--- src/rtl/red_pkg.sv ---
package red_pkg;
    typedef enum logic [1:0] {
        ST_IDLE = 2'd0,
        ST_RUN  = 2'd1,
        ST_FIN  = 2'd2
    } red_state_e;
endpackage

--- src/rtl/red_seq.sv ---
module red_seq #(
    parameter int MAX_VL = 8,
    localparam int IW  = $clog2(MAX_VL),
    localparam int VLW = $clog2(MAX_VL + 1),
    localparam int SW  = IW + 2
) (
    input  logic           clk,
    input  logic           rst_n,
    input  logic           load_i,
    input  logic           adv_i,
    input  logic [VLW-1:0] vl_i,
    output logic [IW-1:0]  pos_o,
    output logic [SW-1:0]  partner_o,
    output logic           last_o
);
    typedef struct packed {
        logic [SW-1:0] pos;
        logic [SW-1:0] step;
    } seq_t;

    seq_t seq_d, seq_q;
    logic [SW-1:0] vl_x;
    logic [SW-1:0] nxt;

    always_comb begin
        vl_x  = SW'(vl_i);
        nxt   = seq_q.pos + seq_q.step;
        seq_d = seq_q;
        if (load_i) begin
            seq_d.pos  = '0;
            seq_d.step = SW'(2);
        end else if (adv_i) begin
            if (nxt >= vl_x) begin
                seq_d.pos  = '0;
                seq_d.step = seq_q.step << 1;
            end else begin
                seq_d.pos = nxt;
            end
        end
    end

    always_ff @(posedge clk) begin
        if (!rst_n) begin
            seq_q <= '0;
        end else begin
            seq_q <= seq_d;
        end
    end

    assign pos_o     = seq_q.pos[IW-1:0];
    assign partner_o = seq_q.pos + (seq_q.step >> 1);
    assign last_o    = (nxt >= vl_x) && (seq_q.step >= vl_x);

    // every visited position lies below the count
    p_pos_in_range_r4: assert property (@(posedge clk) disable iff (!rst_n)
        adv_i |-> (seq_q.pos < vl_x));
endmodule

--- src/rtl/red_pair_unit.sv ---
module red_pair_unit #(
    parameter int MAX_VL = 8,
    parameter int DATA_W = 16,
    localparam int IW  = $clog2(MAX_VL),
    localparam int VLW = $clog2(MAX_VL + 1),
    localparam int SW  = IW + 2
) (
    input  logic [MAX_VL-1:0][DATA_W-1:0] elem_i,
    input  logic [MAX_VL-1:0]             mask_i,
    input  logic [MAX_VL-1:0][IW-1:0]     ix_i,
    input  logic [VLW-1:0]                vl_i,
    input  logic [IW-1:0]                 pos_i,
    input  logic [SW-1:0]                 partner_i,
    output logic [MAX_VL-1:0][DATA_W-1:0] elem_o,
    output logic [MAX_VL-1:0]             mask_o,
    output logic [MAX_VL-1:0][IW-1:0]     ix_o
);
    logic          in_range;
    logic [IW-1:0] ci;
    logic [IW-1:0] oi;
    logic          part_act;
    logic          here_act;

    always_comb begin
        in_range = partner_i < SW'(vl_i);
        ci       = ix_i[pos_i];
        oi       = in_range ? ix_i[partner_i[IW-1:0]] : '0;
        part_act = in_range && mask_i[oi];
        here_act = mask_i[ci];
        elem_o   = elem_i;
        mask_o   = mask_i;
        ix_o     = ix_i;
        if (here_act && part_act) begin
            elem_o[ci] = elem_i[ci] + elem_i[oi];
        end else if (part_act) begin
            ix_o[pos_i] = oi;
        end
        mask_o[ci] = here_act | part_act;
    end
endmodule

--- src/rtl/pred_tree_reducer.sv ---
module pred_tree_reducer #(
    parameter int MAX_VL = 8,
    parameter int DATA_W = 16,
    localparam int IW  = $clog2(MAX_VL),
    localparam int VLW = $clog2(MAX_VL + 1),
    localparam int SW  = IW + 2
) (
    input  logic                     clk,
    input  logic                     rst_n,
    input  logic                     start_i,
    input  logic [VLW-1:0]           vl_i,
    input  logic [MAX_VL*DATA_W-1:0] elem_i,
    input  logic [MAX_VL-1:0]        mask_i,
    output logic [DATA_W-1:0]        sum_o,
    output logic                     sum_valid_o,
    output logic [MAX_VL-1:0]        mask_o,
    output logic                     done_o
);
    import red_pkg::*;

    typedef struct packed {
        red_state_e                   st;
        logic [MAX_VL-1:0][DATA_W-1:0] elem;
        logic [MAX_VL-1:0]             mask;
        logic [MAX_VL-1:0][IW-1:0]     ix;
        logic [VLW-1:0]                vl;
    } regs_t;

    regs_t r_d, r_q;

    logic [VLW-1:0]                vl_cap;
    logic [MAX_VL-1:0][DATA_W-1:0] elem_in;
    logic [MAX_VL-1:0][IW-1:0]     ix_ident;
    logic                          load;
    logic                          adv;
    logic [IW-1:0]                 pos;
    logic [SW-1:0]                 partner;
    logic                          last;
    logic [MAX_VL-1:0][DATA_W-1:0] elem_nx;
    logic [MAX_VL-1:0]             mask_nx;
    logic [MAX_VL-1:0][IW-1:0]     ix_nx;
    logic                          head_act;

    for (genvar k = 0; k < MAX_VL; k++) begin : g_unpack
        assign elem_in[k]  = elem_i[k*DATA_W +: DATA_W];
        assign ix_ident[k] = IW'(k);
    end

    assign vl_cap = (vl_i > VLW'(MAX_VL)) ? VLW'(MAX_VL) : vl_i;
    assign load   = (r_q.st == ST_IDLE) && start_i;
    assign adv    = (r_q.st == ST_RUN);

    red_seq #(.MAX_VL(MAX_VL)) u_seq (
        .clk       (clk),
        .rst_n     (rst_n),
        .load_i    (load),
        .adv_i     (adv),
        .vl_i      (r_q.vl),
        .pos_o     (pos),
        .partner_o (partner),
        .last_o    (last)
    );

    red_pair_unit #(.MAX_VL(MAX_VL), .DATA_W(DATA_W)) u_pair (
        .elem_i    (r_q.elem),
        .mask_i    (r_q.mask),
        .ix_i      (r_q.ix),
        .vl_i      (r_q.vl),
        .pos_i     (pos),
        .partner_i (partner),
        .elem_o    (elem_nx),
        .mask_o    (mask_nx),
        .ix_o      (ix_nx)
    );

    always_comb begin
        r_d = r_q;
        unique case (r_q.st)
            ST_IDLE: begin
                if (start_i) begin
                    r_d.elem = elem_in;
                    r_d.mask = mask_i;
                    r_d.ix   = ix_ident;
                    r_d.vl   = vl_cap;
                    r_d.st   = (vl_cap < VLW'(2)) ? ST_FIN : ST_RUN;
                end
            end
            ST_RUN: begin
                r_d.elem = elem_nx;
                r_d.mask = mask_nx;
                r_d.ix   = ix_nx;
                if (last) r_d.st = ST_FIN;
            end
            ST_FIN:  r_d.st = ST_IDLE;
            default: r_d.st = ST_IDLE;
        endcase
    end

    always_ff @(posedge clk) begin
        if (!rst_n) begin
            r_q <= '0;
        end else begin
            r_q <= r_d;
        end
    end

    assign head_act    = (r_q.vl != '0) && r_q.mask[r_q.ix[0]];
    assign sum_valid_o = head_act;
    assign sum_o       = head_act ? r_q.elem[r_q.ix[0]] : '0;
    assign mask_o      = r_q.mask;
    assign done_o      = (r_q.st == ST_FIN);

    // completion lasts a single cycle
    p_done_pulse_r4: assert property (@(posedge clk) disable iff (!rst_n)
        done_o |=> !done_o);
    // merging never clears a predicate bit
    p_mask_grows_r3: assert property (@(posedge clk) disable iff (!rst_n)
        (r_q.st == ST_RUN) |=> ((r_q.mask & $past(r_q.mask)) == $past(r_q.mask)));
    // captured count is frozen while not idle
    p_busy_hold_r5: assert property (@(posedge clk) disable iff (!rst_n)
        (r_q.st != ST_IDLE) |=> (r_q.vl == $past(r_q.vl)));
    // short counts finish right after the accepting edge
    p_short_vl_r7: assert property (@(posedge clk) disable iff (!rst_n)
        ((r_q.st == ST_IDLE) && start_i && (vl_i < VLW'(2))) |=> done_o);
    // the stored count never exceeds the maximum
    p_vl_cap_r8: assert property (@(posedge clk) disable iff (!rst_n)
        r_q.vl <= VLW'(MAX_VL));
endmodule

--- config.mk ---
export PLATFORM = sky130hd
export DESIGN_NAME = pred_tree_reducer
export DESIGN_NICKNAME = d
export VERILOG_FILES = /design/src/rtl/red_pkg.sv /design/src/rtl/red_seq.sv /design/src/rtl/red_pair_unit.sv /design/src/rtl/pred_tree_reducer.sv
export SDC_FILE = /design/constraint.sdc
export NUM_CORES = 1
export LEC_CHECK = 0
export BUFFER_PORTS_ARGS = -buffer_cell sky130_fd_sc_hd__buf_2
export CORE_MARGIN = 3
export CORE_UTILIZATION = 35
export CTS_CLUSTER_SIZE = 16
export DETAILED_ROUTE_END_ITERATION = 7
export PLACE_DENSITY = 0.61
export RECOVER_POWER = 50
export REMOVE_ABC_BUFFERS = 1
export SLEW_MARGIN = 30
export SYNTH_ARGS = -nofsm -noshare
export SYNTH_HDL_FRONTEND = slang
export SYNTH_SLANG_ARGS = --single-unit
--- constraint.sdc ---
create_clock -name clk -period 6.7 [get_ports clk]
set_input_delay 1.34 -clock clk [delete_from_list [all_inputs] [get_ports clk]]
set_output_delay 1.34 -clock clk [all_outputs]
set_load 0.02 [all_outputs]
; Yosys cells after proc, flatten, opt, wreduce, memory -nomap -nowiden
; Cells that the tools add are included.
; W data, S select, Z words.
[classes]
n_addsub = 3
order_cmp = 12
eq_ne = 7
mux = 40
n_bitwise = 2
n_reduce_logical = 20
[ops]
columns = operator, count
row1 = $pmux W160 S2, 1
row2 = $mux W166, 1
row3 = $bmux W16 S3, 3
row4 = $bwmux W128, 1
row5 = $mux W128, 1
row6 = $mux W16, 5
row7 = $demux W16 S3, 1
row8 = $mux W24, 2
row9 = $bwmux W24, 1
row10 = $lt A3 B4 Y1 const B, 5
row11 = $bmux W3 S3, 2
row12 = $add A16 B16 Y16, 1
row13 = $mux W3, 4
row14 = $ge A5 B4 Y1, 2
row15 = $mux W2, 5
row16 = $reduce_and A2 Y1, 5
row17 = $bmux W1 S3, 3
row18 = $demux W3 S3, 1
row19 = $bwmux W8, 1
row20 = $logic_and A1 B1 Y1, 7
row21 = $ge A3 B1 Y1 const B, 2
row22 = $ne A2 B1 Y1 const B, 3
row23 = $reduce_bool A2 Y1, 3
row24 = $add A5 B4 Y5, 1
row25 = other kinds (19), 23
[totals]
ff_bits = 175
in_bits = 143
output_inout_bits = 26
word_cells = 106

; Logic depth before layout (Yosys ltp)
[logic_depth]
depth_word = 10
mapped_depth = 25
ltp_nobuf = 23

; Modules after synthesis
; From an unflattened synthesis, not the netlist that was laid out.
[hier_totals]
hier_cells = 1885
hier_area_um2 = 14493.9
[modules_own_cells]
columns = mod, instances, cells_each, area_each_um2, seq_area_each_um2
row1 = pred_tree_reducer, 1, 964, 8059.0, 3323.2
row2 = red_pair_unit, 1, 839, 5731.7, 0.0
row3 = red_seq, 1, 82, 703.2, 160.2

; Least setup slack after synthesis
; OpenSTA, ideal clock, no wires.
[synth_timing]
path_type = flip-flop to flip-flop
startpoint = register u_seq.seq_q (netlist bit u_seq.pos_o[2])
endpoint = register r_q[64] (netlist bit)
setup_ps = 91
arrival_ps = 5518
t_required_ps = 6609
slack_ps = 1091
stages_incl_launch_ff = 26
path_buffers = 3
synth_period_minus_slack_ps = 5609
cell_sequence = dfxtp_1 ha_1 xnor2_4 inv_2 ha_1 nand2_1 o21ai_0 a211oi_2 nand2b_1 buf_2 buf_1 buf_1 a21oi_1 a31o_2 ha_1 inv_1 fa_1 nor2b_1 o21ai_0 a21o_1 a21oi_1 a221oi_1 o21bai_1 xnor2_1 or3_1 a311oi_1
[synth_via]
elab_chain_len = 10
word_cells_on_any_way = 28
cone_classes = add/sub: 2 / order compare: 3 / eq/ne: 1 / mux: 18 / reduce/logical: 4
[synth_rtl]
columns = item, line_no
row1 = from (decl), red_seq.sv:21  ; seq_t seq_d, seq_q;
row2 = from (signal assigned), red_seq.sv:46  ; seq_q <= seq_d;
row3 = $add A5 B4 Y5, red_seq.sv:51  ; assign partner_o = seq_q.pos + (seq_q.step >> 1);
row4 = $bmux W3 S3, red_pair_unit.sv:27  ; oi = in_range ? ix_i[partner_i[IW-1:0]] : '0;
row5 = $mux W3 (not written as such), red_pair_unit.sv:27
row6 = $mux W3, red_pair_unit.sv:27
row7 = $bmux W16 S3 / $bmux W1 S3 (equally long branches), "red_pair_unit.sv:34, red_pair_unit.sv:28"
row8 = $mux W16 (not written as such) / $mux W1 (equally long branches), "red_pair_unit.sv:34, red_pair_unit.sv:28"
row9 = $add A16 B16 Y16 / $logic_and A1 B1 Y1 (equally long branches), "red_pair_unit.sv:34, red_pair_unit.sv:28"
row10 = $bwmux W128 / $logic_and A1 B1 Y1 (equally long branches), "red_pair_unit.sv:34, red_pair_unit.sv:33"
row11 = $mux W128 / $ne A2 B1 Y1 (equally long branches), n/a
row12 = $pmux W160 S2 / $reduce_and A3 Y1 (equally long branches), n/a
row13 = to (signal assigned), pred_tree_reducer.sv:103  ; r_q <= r_d;
row14 = to (decl), pred_tree_reducer.sv:29  ; regs_t r_d, r_q;
; Parallel ways exist; a longest one is shown, timed or not. The select of a mux whose other input is x is not followed.
; A chain may end at the register's enable or synchronous reset.

; Worst setup path in the final report
[layout_timing]
startpoint = register u_seq.seq_q[3] (netlist bit)
endpoint = register r_q[84] (netlist bit)
[layout_via]
elab_chain_len = 10
word_cells_on_any_way = 17
cone_classes = add/sub: 2 / order compare: 1 / eq/ne: 1 / mux: 10 / reduce/logical: 3
[layout_rtl]
columns = item, line_no
row1 = $add A5 B4 Y5 *, red_seq.sv:51
row2 = $bmux W3 S3, red_pair_unit.sv:27
row3 = $mux W3 (not written as such), red_pair_unit.sv:27
row4 = $mux W3, red_pair_unit.sv:27
row5 = $bmux W16 S3 / $bmux W1 S3 (equally long branches), "red_pair_unit.sv:34, red_pair_unit.sv:28"
row6 = $mux W16 (not written as such) / $mux W1 (equally long branches), "red_pair_unit.sv:34, red_pair_unit.sv:28"
row7 = $add A16 B16 Y16 / $logic_and A1 B1 Y1 (equally long branches), "red_pair_unit.sv:34, red_pair_unit.sv:28"
row8 = $bwmux W128 / $logic_and A1 B1 Y1 (equally long branches), "red_pair_unit.sv:34, red_pair_unit.sv:33"
row9 = $mux W128 / $ne A2 B1 Y1 (equally long branches), n/a
row10 = $pmux W160 S2 / $reduce_and A3 Y1 (equally long branches), n/a
; Mark *: on every way between the ends. The rest lies on a longest branch, timed or not. The select of a mux whose other input is x is not followed.

==> impl_metrics.yaml <==
critical_path:
  cp.required_ns: 7.05
  worstSetupStartpoint: "u_seq.seq_q[3]$_SDFFE_PP0P_"
  ff2ff_setup_slack_ns: 0.29
  worstSetupEndpointType: "flip-flop"
  r2r_cells: 15
  critPathKind: "reg -> reg"
  path_max_fanout: 22
  timing.rr.start: "u_seq.seq_q[3]$_SDFFE_PP0P_"
  critPathCapture: "r_q[84]$_SDFFE_PN0P_"
  arrival_ns: 6.75
  cp-start-kind: "flip-flop"
  rr_endpoint: "r_q[84]$_SDFFE_PN0P_"
global_routing:
  antenna_found_initial: 0
  gr-total-overflow: 0
  first_global_vias: 12900
  track_usage_pct: 28.2
  grt_max_degree: 81
  grt_pass1_wl_mm: 81.6
  grt_util_met3_pct: 8.84
  use_met2_pct: 41.9
  met1_usage_pct: 37.4
  grt_busiest_layer: "met2"
layout:
  drive_above_1_share_pct: 25.4
  nets: 1743
  diodes: 0
  finalNonFillerCells: 2036
  mostFrequentLayoutCell: "dfxtp_1"
  final_cell_mix: "dfxtp_1 (167), nand2_1 (161), buf_2 (143)"
  synthToLayoutAreaGrowth_pct: 14.1
  stdcell_area_um2: 14200
cts:
  cts.sinks: 169
  numCtsBuffers: 17
  cts-root-buf: "clkbuf_16"
  cts_tree: "done"
  clock_latency_ns: 0.45
  path_clk_slew_ns: 0.07
  cts_max_path_buffers: 2
  h-tree-depth: 4
  postCtsSetupBuffers: 0
route:
  dr.pass1.iters: 7
  drt-total-wl_mm: 55.8
  final_antenna_net_count: 0
  drc: 0
  vias_per_cell: 6.74
  num_vias: 13700
  wl_per_cell_um: 27.4
  drtIter0Drc: 2075
timing:
  rsz0062_at_grt: "false"
  finalHoldViolations: 0
  tightestPinTransition_ns: 2.79
  fin_setup_tns_ns: 0
  fmax_ghz: 0.156
  period_share_pct: 95.6
  skew_ns: 0.0141
  period_needed_ns: 6.41
  timing.hold.ws_ns: 0.471
  slew_viol_final: 183
  setup-violations-final: 0
  max_slew_margin_pct: -86.9
logic_synthesis:
  seq_area_frac_synth_pct: 27.2
  synth_area_um2: 12400
  synthArstFlopShare_pct: 0
  synth_top_area_share_pct: 27.2
  synth_seq_cells: 169
  yosys_most_used_dff: "dfxtp_1"
  synth_top_area_cell: "dfxtp_1"
  avgSynthCellArea_um2: 8.50
  ys_types: 74
  synth-edff-count: 0
  yosys_warnings: 0
  synthTopCellsByArea: "dfxtp_1 (27%), mux4_2 (8.0%), a211oi_2 (6.5%)"
  synthCells: 1463
placed_design:
  dpl.cell_count: 2004
  hpwl_mm: 36.9
  place_congestion: 0.988
  placed_cell_area_um2: 13700
  numPortBuffers: 168
floorplanning:
  fp.dieW_um: 195
  design.core.area_um2: 34800
  fp.dieH_um: 195
  initial_core_util_pct: 35.7
  pin_count: 169
  rows: 68
  die_area_um2: 37800
power:
  power_density_nw_per_um2: 235
  ir_worst_vdd_mv: 0.179
  total_leakage_power_nw: 5.00
job:
  maxCapViolations: 5
outcome:
  violations: "max-capacitance violations, max-slew violations"
  status: "finished, violations left"
worst_hold_path:
  hp-class: "reg -> reg"
## power breakdown
group | total, mW | internal [mW] | switching (mW)
Combinational | 1.03 | 0.395 | 0.637
Clock | 1.05 | 0.580 | 0.471
Sequential | 1.25 | 1.12 | 0.139
## layer usage
metal  share of wire [%]  wire (um)  vias to the layer above
met5                   0          0                        -
met4                 4.6       2580                        0
met3                  13       7200                      174
met2                  43      24000                     1070
met1                  39      22000                     6606
li1                    -          -                     5878
## kinds of logic after synthesis
kind of cell | share of synthesized area [%]
compound gates | 34.0
simple gates | 17.7
fa+ha+maj | 3.34
flops | 27.2
xor+xnor | 1.14
mux | 10.1
buf+inv | 6.59
## flip-flops by register name, indices dropped and copies added (netlist names)
register	cells
mask_o	8
r_q	153
u_seq.pos_o	2
u_seq.seq_q	6
## cells in the mapped netlist (3+ instances only)
master and instances:
buf_4 8, nor3_1 116, or2_2 6, o21ai_0 16, mux2i_1 17, clkbuf_1 106, o22a_1 5, or3_1 4
nand3_1 52, mux2_2 5, buf_2 12, mux4_2 44, o21ai_1 6, a31o_2 3, a2111oi_0 8, dfxtp_1 169
a21o_1 7, o211a_1 7, nand2b_1 16, nor3_2 8, o21a_1 4, a211oi_1 33, a311oi_1 12, nor4_1 9
a2111oi_4 6, buf_6 10, a21oi_1 95, inv_1 29, a31oi_1 6, and2_1 5, nor2_1 74, nor2b_1 12
o22ai_1 48, a22oi_1 83, buf_1 14, a211oi_2 65, o221ai_1 14, a32oi_1 12, o31ai_1 37, and3_1 5
nand3b_1 3, xnor2_1 11, a221oi_1 31, nand2_1 162, ha_1 30
## metrics by stage
| step | util, % | worst slack [ns] | total power [mW] |
|---|---|---|---|
| detailed placement | 39.5 | 0.283 | 2.27 |
| CTS | 41.2 | 0.246 | 3.31 |
| floorplan | - | 0.0722 | 1.91 |
| finish | 40.8 | 0.293 | 3.34 |
| global route | 40.8 | 0.0921 | 3.46 |
| global placement | 39.4 | 0.553 | 2.26 |
## worst max-delay path: stages, from the launching register on
cell	delay (ns)
dfxtp_1	0.41
ha_1	0.34
xnor2_4	0.38
inv_2	0.11
ha_1	0.31
nand2_1	0.05
o21ai_0	0.57
a211oi_4	0.23
nand2b_2	0.50
clkbuf_1	0.51
a21oi_1	0.13
o21a_1	0.36
a2111oi_2	1.09
clkbuf_1	0.82
o221ai_1	0.27
o211a_1	0.19
## cell type report
cell class                 count  area [um2]
timing repair buffer         237        1290
clock buffer                  22         474
sequential                   169        3390
fill                        3552       20600
clock inverter                10         119
tap                          455         569
multi-input combinational   1112        8240
inverter                      31         118
## how the worst min path moves through the flow
stage / from / slack (ns) / end / cells past startpoint
after floorplan: r_q[14]$_SDFFE_PN0P_ / 0.43 / r_q[14]$_SDFFE_PN0P_ / 2
after global placement: r_q[14]$_SDFFE_PN0P_ / 0.46 / r_q[14]$_SDFFE_PN0P_ / 2
after detailed placement: r_q[14]$_SDFFE_PN0P_ / 0.46 / r_q[14]$_SDFFE_PN0P_ / 2
after CTS: r_q[14]$_SDFFE_PN0P_ / 0.47 / r_q[14]$_SDFFE_PN0P_ / 2
after global routing: r_q[14]$_SDFFE_PN0P_ / 0.49 / r_q[14]$_SDFFE_PN0P_ / 2
final: r_q[14]$_SDFFE_PN0P_ / 0.47 / r_q[14]$_SDFFE_PN0P_ / 2
## repair_timing
action / in CTS / in global routing
setup endpoints to repair: 0 / 37
gates resized for setup: 0 / 5
hold buffers: 0 / 0
No activity file was read; power rests on OpenSTA's default activity.
